`config.mk`:
```
export PLATFORM = sky130hd
export DESIGN_NAME = simd_shl_unit
export DESIGN_NICKNAME = d
export VERILOG_FILES = /design/src/rtl/simd_shl_pkg.sv /design/src/rtl/shl_lane.sv /design/src/rtl/simd_shl_lanes.sv /design/src/rtl/simd_shl_ctrl.sv /design/src/rtl/simd_shl_unit.sv
export SDC_FILE = /design/constraint.sdc
export NUM_CORES = 1
export LEC_CHECK = 0
export CAP_MARGIN = 20
export CORE_AREA = 3 3 95 187
export CTS_BUF_LIST = sky130_fd_sc_hd__clkbuf_4 sky130_fd_sc_hd__clkbuf_8
export CTS_CLUSTER_DIAMETER = 40
export CTS_CLUSTER_SIZE = 25
export DETAILED_ROUTE_END_ITERATION = 10
export DIE_AREA = 0 0 98 190
export SLEW_MARGIN = 0
export SYNTH_ARGS = -nofsm -noshare
export SYNTH_HDL_FRONTEND = slang
export SYNTH_SLANG_ARGS = --single-unit
export TNS_END_PERCENT = 20
```
`constraint.sdc`:
```
create_clock -name clk_i -period 1.6 [get_ports clk_i]
set_input_delay 0.48 -clock clk_i [delete_from_list [all_inputs] [get_ports clk_i]]
set_output_delay 0.48 -clock clk_i [all_outputs]
set_load 0.02 [all_outputs]
```
`src/rtl/simd_shl_pkg.sv`:
```
package simd_shl_pkg;
  typedef enum logic {
    MODE_HALF = 1'b0,
    MODE_BYTE = 1'b1
  } lane_mode_e;
endpackage

```
`src/rtl/shl_lane.sv`:
```
module shl_lane #(
  parameter int W          = 16,
  parameter bit SIGNED_OVF = 1'b1,
  localparam int SW        = $clog2(W)
) (
  input  logic [W-1:0]  lane_i,
  input  logic [SW-1:0] amt_i,
  output logic [W-1:0]  lane_o,
  output logic          ovf_o
);
  assign lane_o = lane_i << amt_i;

  generate
    if (SIGNED_OVF) begin : g_signed
      // bits leaving plus new sign must all equal original sign
      logic [SW-1:0]       rs;
      logic signed [W-1:0] disc;
      assign rs    = SW'(W - 1) - amt_i;
      assign disc  = $signed(lane_i) >>> rs;
      assign ovf_o = (amt_i != '0) && !((&disc) || (~|disc));
    end else begin : g_unsigned
      logic [W-1:0] keep_mask;
      assign keep_mask = {W{1'b1}} >> amt_i;
      assign ovf_o     = |(lane_i & ~keep_mask);
    end
  endgenerate
endmodule

```
`src/rtl/simd_shl_lanes.sv`:
```
module simd_shl_lanes
  import simd_shl_pkg::*;
#(
  parameter int DATA_W  = 32,
  parameter int HALF_W  = 16,
  parameter int BYTE_W  = 8,
  localparam int SHW    = $clog2(HALF_W),
  localparam int BSW    = $clog2(BYTE_W),
  localparam int N_HALF = DATA_W / HALF_W,
  localparam int N_BYTE = DATA_W / BYTE_W
) (
  input  lane_mode_e        mode_i,
  input  logic [DATA_W-1:0] operand_i,
  input  logic [SHW-1:0]    shamt_i,
  output logic [DATA_W-1:0] result_o,
  output logic              ovf_o
);
  logic [DATA_W-1:0] half_res, byte_res;
  logic [N_HALF-1:0] half_ovf;
  logic [N_BYTE-1:0] byte_ovf;

  for (genvar i = 0; i < N_HALF; i++) begin : g_half
    shl_lane #(.W(HALF_W), .SIGNED_OVF(1'b1)) u_lane (
      .lane_i (operand_i[i*HALF_W +: HALF_W]),
      .amt_i  (shamt_i),
      .lane_o (half_res[i*HALF_W +: HALF_W]),
      .ovf_o  (half_ovf[i])
    );
  end

  for (genvar i = 0; i < N_BYTE; i++) begin : g_byte
    shl_lane #(.W(BYTE_W), .SIGNED_OVF(1'b0)) u_lane (
      .lane_i (operand_i[i*BYTE_W +: BYTE_W]),
      .amt_i  (shamt_i[BSW-1:0]),
      .lane_o (byte_res[i*BYTE_W +: BYTE_W]),
      .ovf_o  (byte_ovf[i])
    );
  end

  always_comb begin
    if (mode_i == MODE_BYTE) begin
      result_o = byte_res;
      ovf_o    = |byte_ovf;
    end else begin
      result_o = half_res;
      ovf_o    = |half_ovf;
    end
  end
endmodule

```
`src/rtl/simd_shl_ctrl.sv`:
```
module simd_shl_ctrl #(
  parameter int CTRL_W  = 32,
  parameter int OVF_BIT = 22
) (
  input  logic              clk_i,
  input  logic              rst_ni,
  input  logic              we_i,
  input  logic [CTRL_W-1:0] wdata_i,
  input  logic              set_i,
  output logic [CTRL_W-1:0] ctrl_o
);
  localparam logic [CTRL_W-1:0] OVF_MASK = CTRL_W'(1) << OVF_BIT;

  logic [CTRL_W-1:0] ctrl_q, base;

  assign base = we_i ? wdata_i : ctrl_q;

  always_ff @(posedge clk_i or negedge rst_ni) begin
    if (!rst_ni) ctrl_q <= '0;
    else         ctrl_q <= base | (set_i ? OVF_MASK : '0);
  end

  assign ctrl_o = ctrl_q;
endmodule

```
`src/rtl/simd_shl_unit.sv`:
```
module simd_shl_unit
  import simd_shl_pkg::*;
#(
  parameter int DATA_W  = 32,
  parameter int HALF_W  = 16,
  parameter int BYTE_W  = 8,
  parameter int CTRL_W  = 32,
  parameter int OVF_BIT = 22,
  localparam int SHW    = $clog2(HALF_W)
) (
  input  logic              clk_i,
  input  logic              rst_ni,
  input  logic              valid_i,
  input  logic              mode_i,
  input  logic [DATA_W-1:0] operand_i,
  input  logic [SHW-1:0]    shamt_i,
  input  logic              ctrl_we_i,
  input  logic [CTRL_W-1:0] ctrl_wdata_i,
  output logic [DATA_W-1:0] result_o,
  output logic              valid_o,
  output logic [CTRL_W-1:0] ctrl_o
);
  logic [DATA_W-1:0] shl_res;
  logic              shl_ovf;
  logic [DATA_W-1:0] result_q;
  logic              valid_q;

  simd_shl_lanes #(.DATA_W(DATA_W), .HALF_W(HALF_W), .BYTE_W(BYTE_W)) u_lanes (
    .mode_i    (lane_mode_e'(mode_i)),
    .operand_i (operand_i),
    .shamt_i   (shamt_i),
    .result_o  (shl_res),
    .ovf_o     (shl_ovf)
  );

  simd_shl_ctrl #(.CTRL_W(CTRL_W), .OVF_BIT(OVF_BIT)) u_ctrl (
    .clk_i   (clk_i),
    .rst_ni  (rst_ni),
    .we_i    (ctrl_we_i),
    .wdata_i (ctrl_wdata_i),
    .set_i   (valid_i && shl_ovf),
    .ctrl_o  (ctrl_o)
  );

  always_ff @(posedge clk_i or negedge rst_ni) begin
    if (!rst_ni) begin
      result_q <= '0;
      valid_q  <= 1'b0;
    end else begin
      valid_q <= valid_i;
      if (valid_i) result_q <= shl_res;
    end
  end

  assign result_o = result_q;
  assign valid_o  = valid_q;
endmodule

```
==> results of run 1 <==
[cell type report]
cell class                      instances  area share
Clock buffer                           10      0.0149
Clock inverter                          6     0.00938
Multi-Input combinational cell        401       0.399
Timing Repair Buffer                  341       0.354
Sequential cell                        65       0.185
Tap cell                              204      0.0290
Inverter                               20     0.00867
[flip-flops by register name, indices dropped and copies added, names as in the netlist]
register       flops
result_o          32
u_ctrl.ctrl_o     32
valid_o            1
[what timing repair did]
item	4_1_cts	5_1_grt
gates cloned	3	1
gates resized for setup	281	49
setup buffers	25	6
pin swaps	37	23
hold endpoints to repair	0	0
setup endpoints to repair	98	23
[final timing paths]
path,startpoint,end,slack (ns),depth (start not counted)
setup / recovery,operand_i[14],u_ctrl.ctrl_o[22],-0.62,9
hold / removal,rst_ni,result_o[17],0.14,2
setup reg to reg,u_ctrl.ctrl_o[22],u_ctrl.ctrl_o[22],-0.13,5
hold reg to reg,result_o[24],result_o[24],0.48,1
max in group asynchronous,rst_ni,u_ctrl.ctrl_o[7],1.16,2
min in group clk_i,result_o[24],result_o[24],0.48,1
[cell families after synthesis]
kind of cell | Yosys count | synth area share
and+or+nand+nor | 158 | 0.150
muxes | 112 | 0.279
AOI/OAI and AO/OA | 131 | 0.180
buffers and inverters | 66 | 0.0577
DFF | 65 | 0.334
[per-stage QoR]
step	cells	power [W]
6_report	1047	0.00601
3_5_place_dp	1000	0.00430
2_1_floorplan	532	0.00298
4_1_cts	1040	0.00592
5_1_grt	1047	0.00628
3_3_place_gp	1000	0.00427
[synthesized netlist by cell type, drive strengths merged (3+ instances only)]
cell type / n
a211o: 4
a21oi: 32
a311oi: 4
a31o: 4
a31oi: 8
a32oi: 3
and3: 4
buf: 25
clkbuf: 21
dfrtp: 65
inv: 18
mux2: 44
mux2i: 54
mux4: 14
nand2: 57
nand3: 17
nand4: 7
nor2: 42
nor2b: 6
nor3: 5
nor4: 8
o211ai: 5
o21a: 5
o21ai: 23
o22ai: 14
o32ai: 3
or4: 3
[power breakdown]
group	total [W]	leakage (nW)	switching [W]	internal, W
registers	0.00190	0.782	0.0000877	0.00181
logic	0.00263	3.02	0.00132	0.00130
clock network	0.00148	0.109	0.000592	0.000886
total	0.00601	3.91	0.00200	0.00400
[metal layers]
| layer | wire, um | part of all wire | vias up |
|---|---|---|---|
| li1 | - | - | 2617 |
| met1 | 7060 | 0.32 | 2727 |
| met2 | 11500 | 0.53 | 264 |
| met3 | 865 | 0.040 | 114 |
| met4 | 2260 | 0.10 | 0 |
| met5 | 0 | 0 | - |
==> results by group, run 1 <==
Outcome
  • Run status: finished with violations
  • Failing checks: setup timing

Placed design
  • Area after DPL: 0.00774 mm^2
  • Final HPWL DP: 17,300 um
  • Pre-CTS setup slack: -1.37 ns
  • RePlAce Congestion: 1.02
  • Number of port buffers: 137

STA
  • Tcrit/Tclk final: 1.39
  • Least-Margin Pin Slew: 0.482 ns
  • Setup repair after global routing missed its margin: true
  • Setup ws final: -0.618 ns
  • TNS Setup: -3.42 ns
  • Worst hold slack: 0.136 ns
  • Setup violators final: 19
  • Fin. max-slew vios: 0
  • Clock Skews: 0 ns
  • Fin crit period: 2.22 ns
  • Final Hold Fails: 0
  • Slew HR: 0.675
  • FMAX: 0.451 GHz

Cells and area
  • Area Overhead vs Synth: 80.6%
  • Commonest non-fill, non-tap cell in the layout: buf_4
  • FILL cells: 1,494
  • Final Instance Area: 0.00881 mm^2
  • Fin util: 0.536
  • Final net count: 911
  • Ratio of cells with drive above 1 in the final layout: 0.470
  • Multi-input logic area: 0.00351 mm^2
  • Ant. Diodes: 0
  • FF+latch area: 0.00163 mm^2
  • Most frequent cells in the layout: buf_4, dlygate4sd2_1, dfrtp_1, nand2_1, mux2_2

GRT
  • Vias in the first global route: 6,145
  • Gr ovfl total: 0
  • Met1 Track Usage GR: 0.210
  • Largest net degree at the start of global routing: 66
  • Met2 usage: 0.434
  • Initial antenna violation count: 0
  • Total GRT Usage: 0.229
  • Met3 Use GR: 0.0253
  • Global-route wire length before repair: 33,400 um
  • Most Crowded Layer GR: met2

Yosys
  • Synth top area share: 0.334
  • Post-synthesis cell type count: 59
  • Post-synth top area cell: dfrtp_1
  • Post-Syn Instances: 532
  • Mean Syn Cell Area: 9.17 um^2
  • Synth warn: 0
  • Synthesized Nets: 605
  • Post-synthesis async set-or-reset flop share: 1.00
  • Synth area leaders: dfrtp_1, mux2i_1, mux2_2, mux4_2, nand2_1
  • Top FF cell, synth: dfrtp_1
  • Post-synthesis sequential area ratio: 0.334
  • Synth Cell Area: 0.00488 mm^2
  • Post-synth EDFFs: 0
  • Seq cells post-synth: 65

Critical path
  • Crit Path Max Fanout: 6
  • Crit Path Category: primary input to flip-flop
  • WP data arrival: 2.44 ns
  • Max stage delay on crit path: 0.56 ns
  • CP bufs+invs: 2
  • WP data required: 1.82 ns
  • CP top delay family: compound AO/OA/AOI/OAI gates
  • Worst setup EP type: flip-flop
  • Sequence of cells on the critical path: dlygate4sd2_1 > buf_4 > or4_1 > o31ai_2 > a22o_1 > a31o_2 > nor2_1 > o2bb2ai_1 > o221ai_2
  • CP Launch Type: primary input
  • Critical path's slowest cell: or4_1

Die
  • Die Y-Extent: 190 um
  • Core Rows: 66
  • Die area: 0.0186 mm^2
  • Core Region: 0.0164 mm^2
  • Starting Density: 0.297
  • Die W: 98 um
  • Top Ports: 138

Pwr
  • VDD IR max: 422 uV
  • Leak pwr: 3.91 nW
  • Power Dens Cells: 682 mW/mm^2

Clock tree
  • Max H-tree Level: 3
  • CTS Buffer Depth: 2
  • Hold buffers post-CTS: 0
  • Sinks on Clock Net: 65
  • CTS tree: yes
  • Num CTS Buffers: 9
  • Clock transition at path regs: 0.07 ns
  • Clock Tree Root: clkbuf_8
  • Clock latency on the worst-skew pair: 0.33 ns

Route
  • Routed Wire Length: 21,700 um
  • Via Count: 5,722
  • Vias per cell: 5.47
  • Drt initial violations: 336
  • DRC viols: 0
  • Routed Antenna Nets: 0
  • Wire per inst: 20.7 um
  • DRT Pass-1 Iters: 5

Worst hold path
  • Tightest Hold Check Type: primary input to asynchronous set/reset pin

Flow run
  • Maximum Capacitance Violations: 0
Power figures use the tool's default switching activity.
==> run 2: changes to the inputs <==
--- a/config.mk
+++ b/config.mk
@@ -6,12 +6,15 @@
 export NUM_CORES = 1
 export LEC_CHECK = 0
 export CAP_MARGIN = 20
+export CELL_PAD_IN_SITES_DETAIL_PLACEMENT = 0
+export CELL_PAD_IN_SITES_GLOBAL_PLACEMENT = 1
 export CORE_AREA = 3 3 95 187
 export CTS_BUF_LIST = sky130_fd_sc_hd__clkbuf_4 sky130_fd_sc_hd__clkbuf_8
 export CTS_CLUSTER_DIAMETER = 40
 export CTS_CLUSTER_SIZE = 25
 export DETAILED_ROUTE_END_ITERATION = 10
 export DIE_AREA = 0 0 98 190
+export PLACE_DENSITY_LB_ADDON = 0.1
 export SLEW_MARGIN = 0
 export SYNTH_ARGS = -nofsm -noshare
 export SYNTH_HDL_FRONTEND = slang
==> run 2 against run 1 <==
The flow still finishes with violations (setup timing); worst hold slack worse by 0.12 ns; critical path depth did not move; combinational power up 3%; count of clock-buffer cells in the layout rose by 3; utilization up 0.49 points; first-iteration DRC count shrank 13%; die area unchanged; clock power down 18%; register-to-register slack gained 0.09 ns; largest power group unchanged.
==> results by group, run 2 (synthesis gave the netlist of run 1 again) <==
STA
  • Setup repair after global routing missed its margin: true
  • TNS Setup: -3.82 ns
  • Clock Skews: 0 ns
  • Worst hold slack: 0.0206 ns
  • Fin crit period: 2.28 ns
  • Slew HR: 0.742
  • Setup ws final: -0.680 ns
  • Least-Margin Pin Slew: 0.377 ns
  • Final Hold Fails: 0
  • Tcrit/Tclk final: 1.43
  • Setup violators final: 19
  • FMAX: 0.439 GHz
  • Fin. max-slew vios: 0

Cells and area
  • Final net count: 910
  • Ratio of cells with drive above 1 in the final layout: 0.471
  • FF+latch area: 0.00163 mm^2
  • Multi-input logic area: 0.00355 mm^2
  • Fin util: 0.541
  • FILL cells: 1,598
  • Ant. Diodes: 0
  • Commonest non-fill, non-tap cell in the layout: buf_4
  • Post-Layout Cell Count: 1,043
  • Most frequent cells in the layout: buf_4, dlygate4sd2_1, dfrtp_1, nand2_1, mux2_2
  • Area Overhead vs Synth: 82.2%

Die
  • Die W: 98 um
  • Starting Density: 0.297
  • Core Region: 0.0164 mm^2
  • Die area: 0.0186 mm^2
  • Top Ports: 138
  • Die Y-Extent: 190 um
  • Core Rows: 66

GRT
  • Global-route wire length before repair: 34,900 um
  • Vias in the first global route: 5,968
  • Total GRT Usage: 0.245
  • Initial antenna violation count: 0
  • Largest net degree at the start of global routing: 56
  • Gr ovfl total: 0

Pwr
  • Clk pwr share: 0.210
  • Combinational group share of total power: 0.464
  • Sw frac: 0.339
  • Power Dens Cells: 653 mW/mm^2
  • Leak pwr: 3.91 nW
  • Sw Pwr: 0.00197 W
  • VDD IR max: 287 uV
  • P_int: 0.00384 W
  • Flop pwr share: 0.326

Clock tree
  • Clock latency on the worst-skew pair: 0.33 ns
  • Clock Tree Root: clkbuf_8
  • Clock transition at path regs: 0.07 ns
  • Max H-tree Level: 3
  • Sinks on Clock Net: 65
  • Hold buffers post-CTS: 0
  • CTS tree: yes
  • Num CTS Buffers: 9
  • CTS Buffer Depth: 2

Route
  • Via Count: 5,665
  • Vias per cell: 5.43
  • Drt initial violations: 294
  • Routed Antenna Nets: 0
  • Routed Wire Length: 22,900 um
  • Wire per inst: 21.9 um
  • DRC viols: 0
  • DRT Pass-1 Iters: 5

Critical path
  • Crit Path Category: primary input to flip-flop
  • WP data required: 1.84 ns
  • R2R Path End: u_ctrl.ctrl_o[22]
  • CP Launch Type: primary input
  • CP Capture Point: u_ctrl.ctrl_o[22]
  • Critical Path Source: shamt_i[1]
  • Crit Path Max Fanout: 7
  • Reg2reg setup slack: -0.04 ns
  • Cell count of the worst reg-to-reg path: 5
  • WP data arrival: 2.52 ns
  • Worst setup EP type: flip-flop
  • Reg-to-Reg Start: u_ctrl.ctrl_o[22]

Worst hold path
  • Tightest Hold Check Type: primary input to asynchronous set/reset pin

Outcome
  • Failing checks: setup timing
  • Run status: finished with violations

Placed design
  • Number of port buffers: 137
  • Final HPWL DP: 18,200 um
  • RePlAce Congestion: 0.920
  • Cell Count Post-Placement: 998

Flow run
  • Maximum Capacitance Violations: 0
-- run 2: changes by cell type in the layout (fill, tap and decap cells not counted), sizes merged --
cell           previous run  this run
dlygate4sd2              73        74
clkbuf                   15        14
clkdlybuf4s15             8        15
clkinv                    5         2
clkinvlp                  1         0
buf                     221       216
bufinv                    2         0
-- run 2: cell type report --
type	instances	area share
Clock buffer	13	0.0194
Inverter	20	0.00901
Multi-Input combinational cell	401	0.400
Sequential cell	65	0.183
Tap cell	204	0.0287
Timing Repair Buffer	340	0.360
-- run 2: worst min-delay path by stage --
stage | slack [ns] | to
floorplan | 0.18 | result_o[0]
global placement | 0.37 | u_ctrl.ctrl_o[28]
detailed placement | 0.38 | u_ctrl.ctrl_o[28]
CTS | 0.009 | result_o[27]
global route | 0.03 | result_o[27]
finish | 0.02 | result_o[27]
-- run 2: layer usage --
| metal | share of wire | GRT usage |
|---|---|---|
| met3 | 0.050 | 0.0323 |
| met4 | 0.094 | 0.194 |
| met2 | 0.53 | 0.460 |
| met1 | 0.32 | 0.233 |
| met5 | 0 | 0 |
-- run 2: worst max-delay path: stages --
cell and delay (ns):
buf_12 0.12, buf_12 0.15, mux4_2 0.52, and3_1 0.23, a311oi_2 0.32, a2111oi_4 0.10
o2111a_1 0.15, a2111o_1 0.36, o221ai_1 0.07
-- run 2: metrics by stage --
step	instance area [um^2]	power [W]	setup WS, ns
3_3_place_gp	7690	0.00430	-1.53
3_5_place_dp	7690	0.00432	-1.52
2_1_floorplan	5000	0.00298	-0.757
4_1_cts	8690	0.00577	-0.681
6_report	8890	0.00580	-0.680
5_1_grt	8890	0.00610	-0.760
-- run 2: power by group through the flow --
stage                     registers (W)  clock network [W]  logic, W
after CTS                       0.00190            0.00127   0.00261
after global routing            0.00191            0.00134   0.00285
after detailed placement        0.00193                  0   0.00239
final                           0.00189            0.00122   0.00270
after global placement          0.00192                  0   0.00238
after floorplan                 0.00214                  0  0.000845
-- run 2: what timing repair did --
item,in CTS,in global routing
gates cloned,3,0
endpoints found under the setup margin,98,25
buffers inserted,30,5
gates resized for setup,313,41
pin swaps,35,19
==> run 3: changes to the inputs <==
--- a/config.mk
+++ b/config.mk
@@ -8,12 +8,12 @@
 export CAP_MARGIN = 20
 export CELL_PAD_IN_SITES_DETAIL_PLACEMENT = 0
 export CELL_PAD_IN_SITES_GLOBAL_PLACEMENT = 1
-export CORE_AREA = 3 3 95 187
+export CORE_AREA = 8 8 100 192
 export CTS_BUF_LIST = sky130_fd_sc_hd__clkbuf_4 sky130_fd_sc_hd__clkbuf_8
 export CTS_CLUSTER_DIAMETER = 40
 export CTS_CLUSTER_SIZE = 25
 export DETAILED_ROUTE_END_ITERATION = 10
-export DIE_AREA = 0 0 98 190
+export DIE_AREA = 0 0 108 200
 export PLACE_DENSITY_LB_ADDON = 0.1
 export SLEW_MARGIN = 0
 export SYNTH_ARGS = -nofsm -noshare
==> run 3 against run 2 <==
The flow still finishes with violations (setup timing); worst setup slack got worse by 0.066 ns; die area up 16%; clock power decreased by 7%; utilization fell by 1.4 points; flip-flop and latch count stayed put; fmax fell by 2.8%; largest cell class unchanged; clock skew stayed put; total power shrank 1.7%; count of clock-buffer cells in the layout fell by 2; critical endpoint unchanged; via count rose by 0.18%; worst hold slack improved by 0.089 ns.
==> results by group, run 3 (synthesis gave the netlist of run 1 again) <==
Route
  • DRT Pass-1 Iters: 5
  • Drt initial violations: 233
  • Routed Wire Length: 24,200 um
  • Vias per cell: 5.36
  • Routed Antenna Nets: 0
  • DRC viols: 0
  • Via Count: 5,675
  • Wire per inst: 22.9 um

Cells and area
  • Ratio of cells with drive above 1 in the final layout: 0.463
  • Most frequent cells in the layout: buf_4, dlygate4sd2_1, dfrtp_1, nand2_1, mux2_2
  • Area Overhead vs Synth: 80.3%
  • Commonest non-fill, non-tap cell in the layout: buf_4
  • Final net count: 923
  • Post-Layout Cell Count: 1,058
  • FILL cells: 1,612
  • Ant. Diodes: 0

Die
  • Top Ports: 138
  • Starting Density: 0.292
  • Die area: 0.0216 mm^2
  • Core Rows: 67
  • Die W: 108 um
  • Core Region: 0.0167 mm^2
  • Die Y-Extent: 200 um

GRT
  • Vias in the first global route: 6,162
  • Global-route wire length before repair: 36,500 um
  • Largest net degree at the start of global routing: 55
  • Initial antenna violation count: 0
  • Gr ovfl total: 0
  • Total GRT Usage: 0.225

Critical path
  • CP top delay family: buffers and inverters
  • WP data required: 1.80 ns
  • Crit Path Max Fanout: 16
  • CP bufs+invs: 4
  • WP data arrival: 2.55 ns
  • Critical path's slowest cell: nor4_4
  • Sequence of cells on the critical path: buf_12 > buf_12 > buf_8 > mux2i_4 > mux2i_1 > mux2i_2 > nor4_4 > nand2_1 > a221oi_2 > buf_4 > o221ai_2
  • Worst setup EP type: flip-flop
  • Crit Path Category: primary input to flip-flop
  • Worst path most repeated cell: buf_12
  • CP Launch Type: primary input
  • Max stage delay on crit path: 0.39 ns

Pwr
  • VDD IR max: 310 uV
  • Clk pwr share: 0.198
  • Sw Pwr: 0.00195 W
  • P_int: 0.00375 W
  • Sw frac: 0.342
  • Flop pwr share: 0.332
  • Power Dens Cells: 649 mW/mm^2
  • Leak pwr: 3.94 nW
  • Combinational group share of total power: 0.470

Flow run
  • Maximum Capacitance Violations: 0

STA
  • Fin. max-slew vios: 0
  • Setup repair after global routing missed its margin: true
  • Tcrit/Tclk final: 1.47
  • Least-Margin Pin Slew: 0.427 ns
  • FMAX: 0.426 GHz
  • Final Hold Fails: 0
  • Setup ws final: -0.746 ns
  • Fin crit period: 2.35 ns
  • Clock Skews: 0 ns
  • Slew HR: 0.707
  • Setup violators final: 18

Placed design
  • Cell Count Post-Placement: 1,007
  • Number of port buffers: 137
  • Pre-CTS setup slack: -1.49 ns
  • RePlAce Congestion: 0.922
  • Final HPWL DP: 19,600 um

Clock tree
  • Clock latency on the worst-skew pair: 0.32 ns
  • Max H-tree Level: 3
  • Clock Tree Root: clkbuf_8
  • Clock transition at path regs: 0.06 ns
  • CTS tree: yes
  • Hold buffers post-CTS: 0
  • Sinks on Clock Net: 65
  • Num CTS Buffers: 9
  • CTS Buffer Depth: 2

Worst hold path
  • Tightest Hold Check Type: primary input to asynchronous set/reset pin

Outcome
  • Failing checks: setup timing
  • Run status: finished with violations
[run 3: per-layer routing]
layer  routed length [um]  track usage  vias to the layer above
met5                    0            0                        -
met4                 2200        0.190                        0
met3                 1210       0.0296                       78
met2                13100        0.424                      245
met1                 7710        0.204                     2728
li1                     -            -                     2624
[run 3: through the flow]
step / utilization / total power (W) / hold slack, ns / setup TNS, ns / cell area, um^2
6_report: 0.527 / 0.00571 / 0.109 / -4.09 / 8790
5_1_grt: 0.527 / 0.00602 / 0.108 / -5.11 / 8790
4_1_cts: 0.517 / 0.00570 / 0.0903 / -3.50 / 8630
3_5_place_dp: 0.464 / 0.00436 / 0.458 / -34.86 / 7740
3_3_place_gp: 0.464 / 0.00434 / 0.455 / -33.69 / 7740
2_1_floorplan: - / 0.00298 / 0.184 / -9.70 / 5000
[run 3: worst paths after layout]
| check | start | end | slack [ns] | cells after the start |
|---|---|---|---|---|
| worst min register to register | result_o[8] | result_o[8] | 0.48 | 1 |
| worst min-delay path | rst_ni | result_o[1] | 0.11 | 2 |
| min in group clk_i | shamt_i[1] | result_o[1] | 0.47 | 3 |
| max in group asynchronous | rst_ni | u_ctrl.ctrl_o[30] | 1.20 | 2 |
| worst max register to register | u_ctrl.ctrl_o[22] | u_ctrl.ctrl_o[22] | -0.01 | 5 |
| worst max-delay path | shamt_i[1] | u_ctrl.ctrl_o[22] | -0.75 | 11 |
[run 3: area by class of cell]
cell class,count,area [um^2],area share
multi-input combinational,401,3440,0.391
inverter,20,76.3,0.00868
clock inverter,1,5.00,0.000569
timing repair buffer,353,3230,0.368
tap,207,259,0.0295
sequential,65,1630,0.185
clock buffer,11,151,0.0172
[run 3: power by group through the flow]
stage | sequential (W) | combinational (W) | clock, W
after global routing | 0.00192 | 0.00284 | 0.00126
after detailed placement | 0.00193 | 0.00242 | 0
final | 0.00189 | 0.00268 | 0.00113
after CTS | 0.00190 | 0.00261 | 0.00119
after floorplan | 0.00214 | 0.000845 | 0
after global placement | 0.00192 | 0.00242 | 0
[run 3: timing repair]
item | 4_1_cts | 5_1_grt
gates cloned | 3 | 0
pin swaps | 23 | 10
resized for setup | 301 | 33
buffers inserted | 37 | 2
endpoints found under the setup margin | 98 | 28
endpoints found under the hold margin | 0 | 0
[run 3: worst reg2reg max path, stage by stage, from the launching register on]
cell	delay, ns
dfrtp_1	0.43
mux2_2	0.35
nor4_1	0.24
and3_1	0.21
o2bb2ai_1	0.13
o221ai_2	0.13
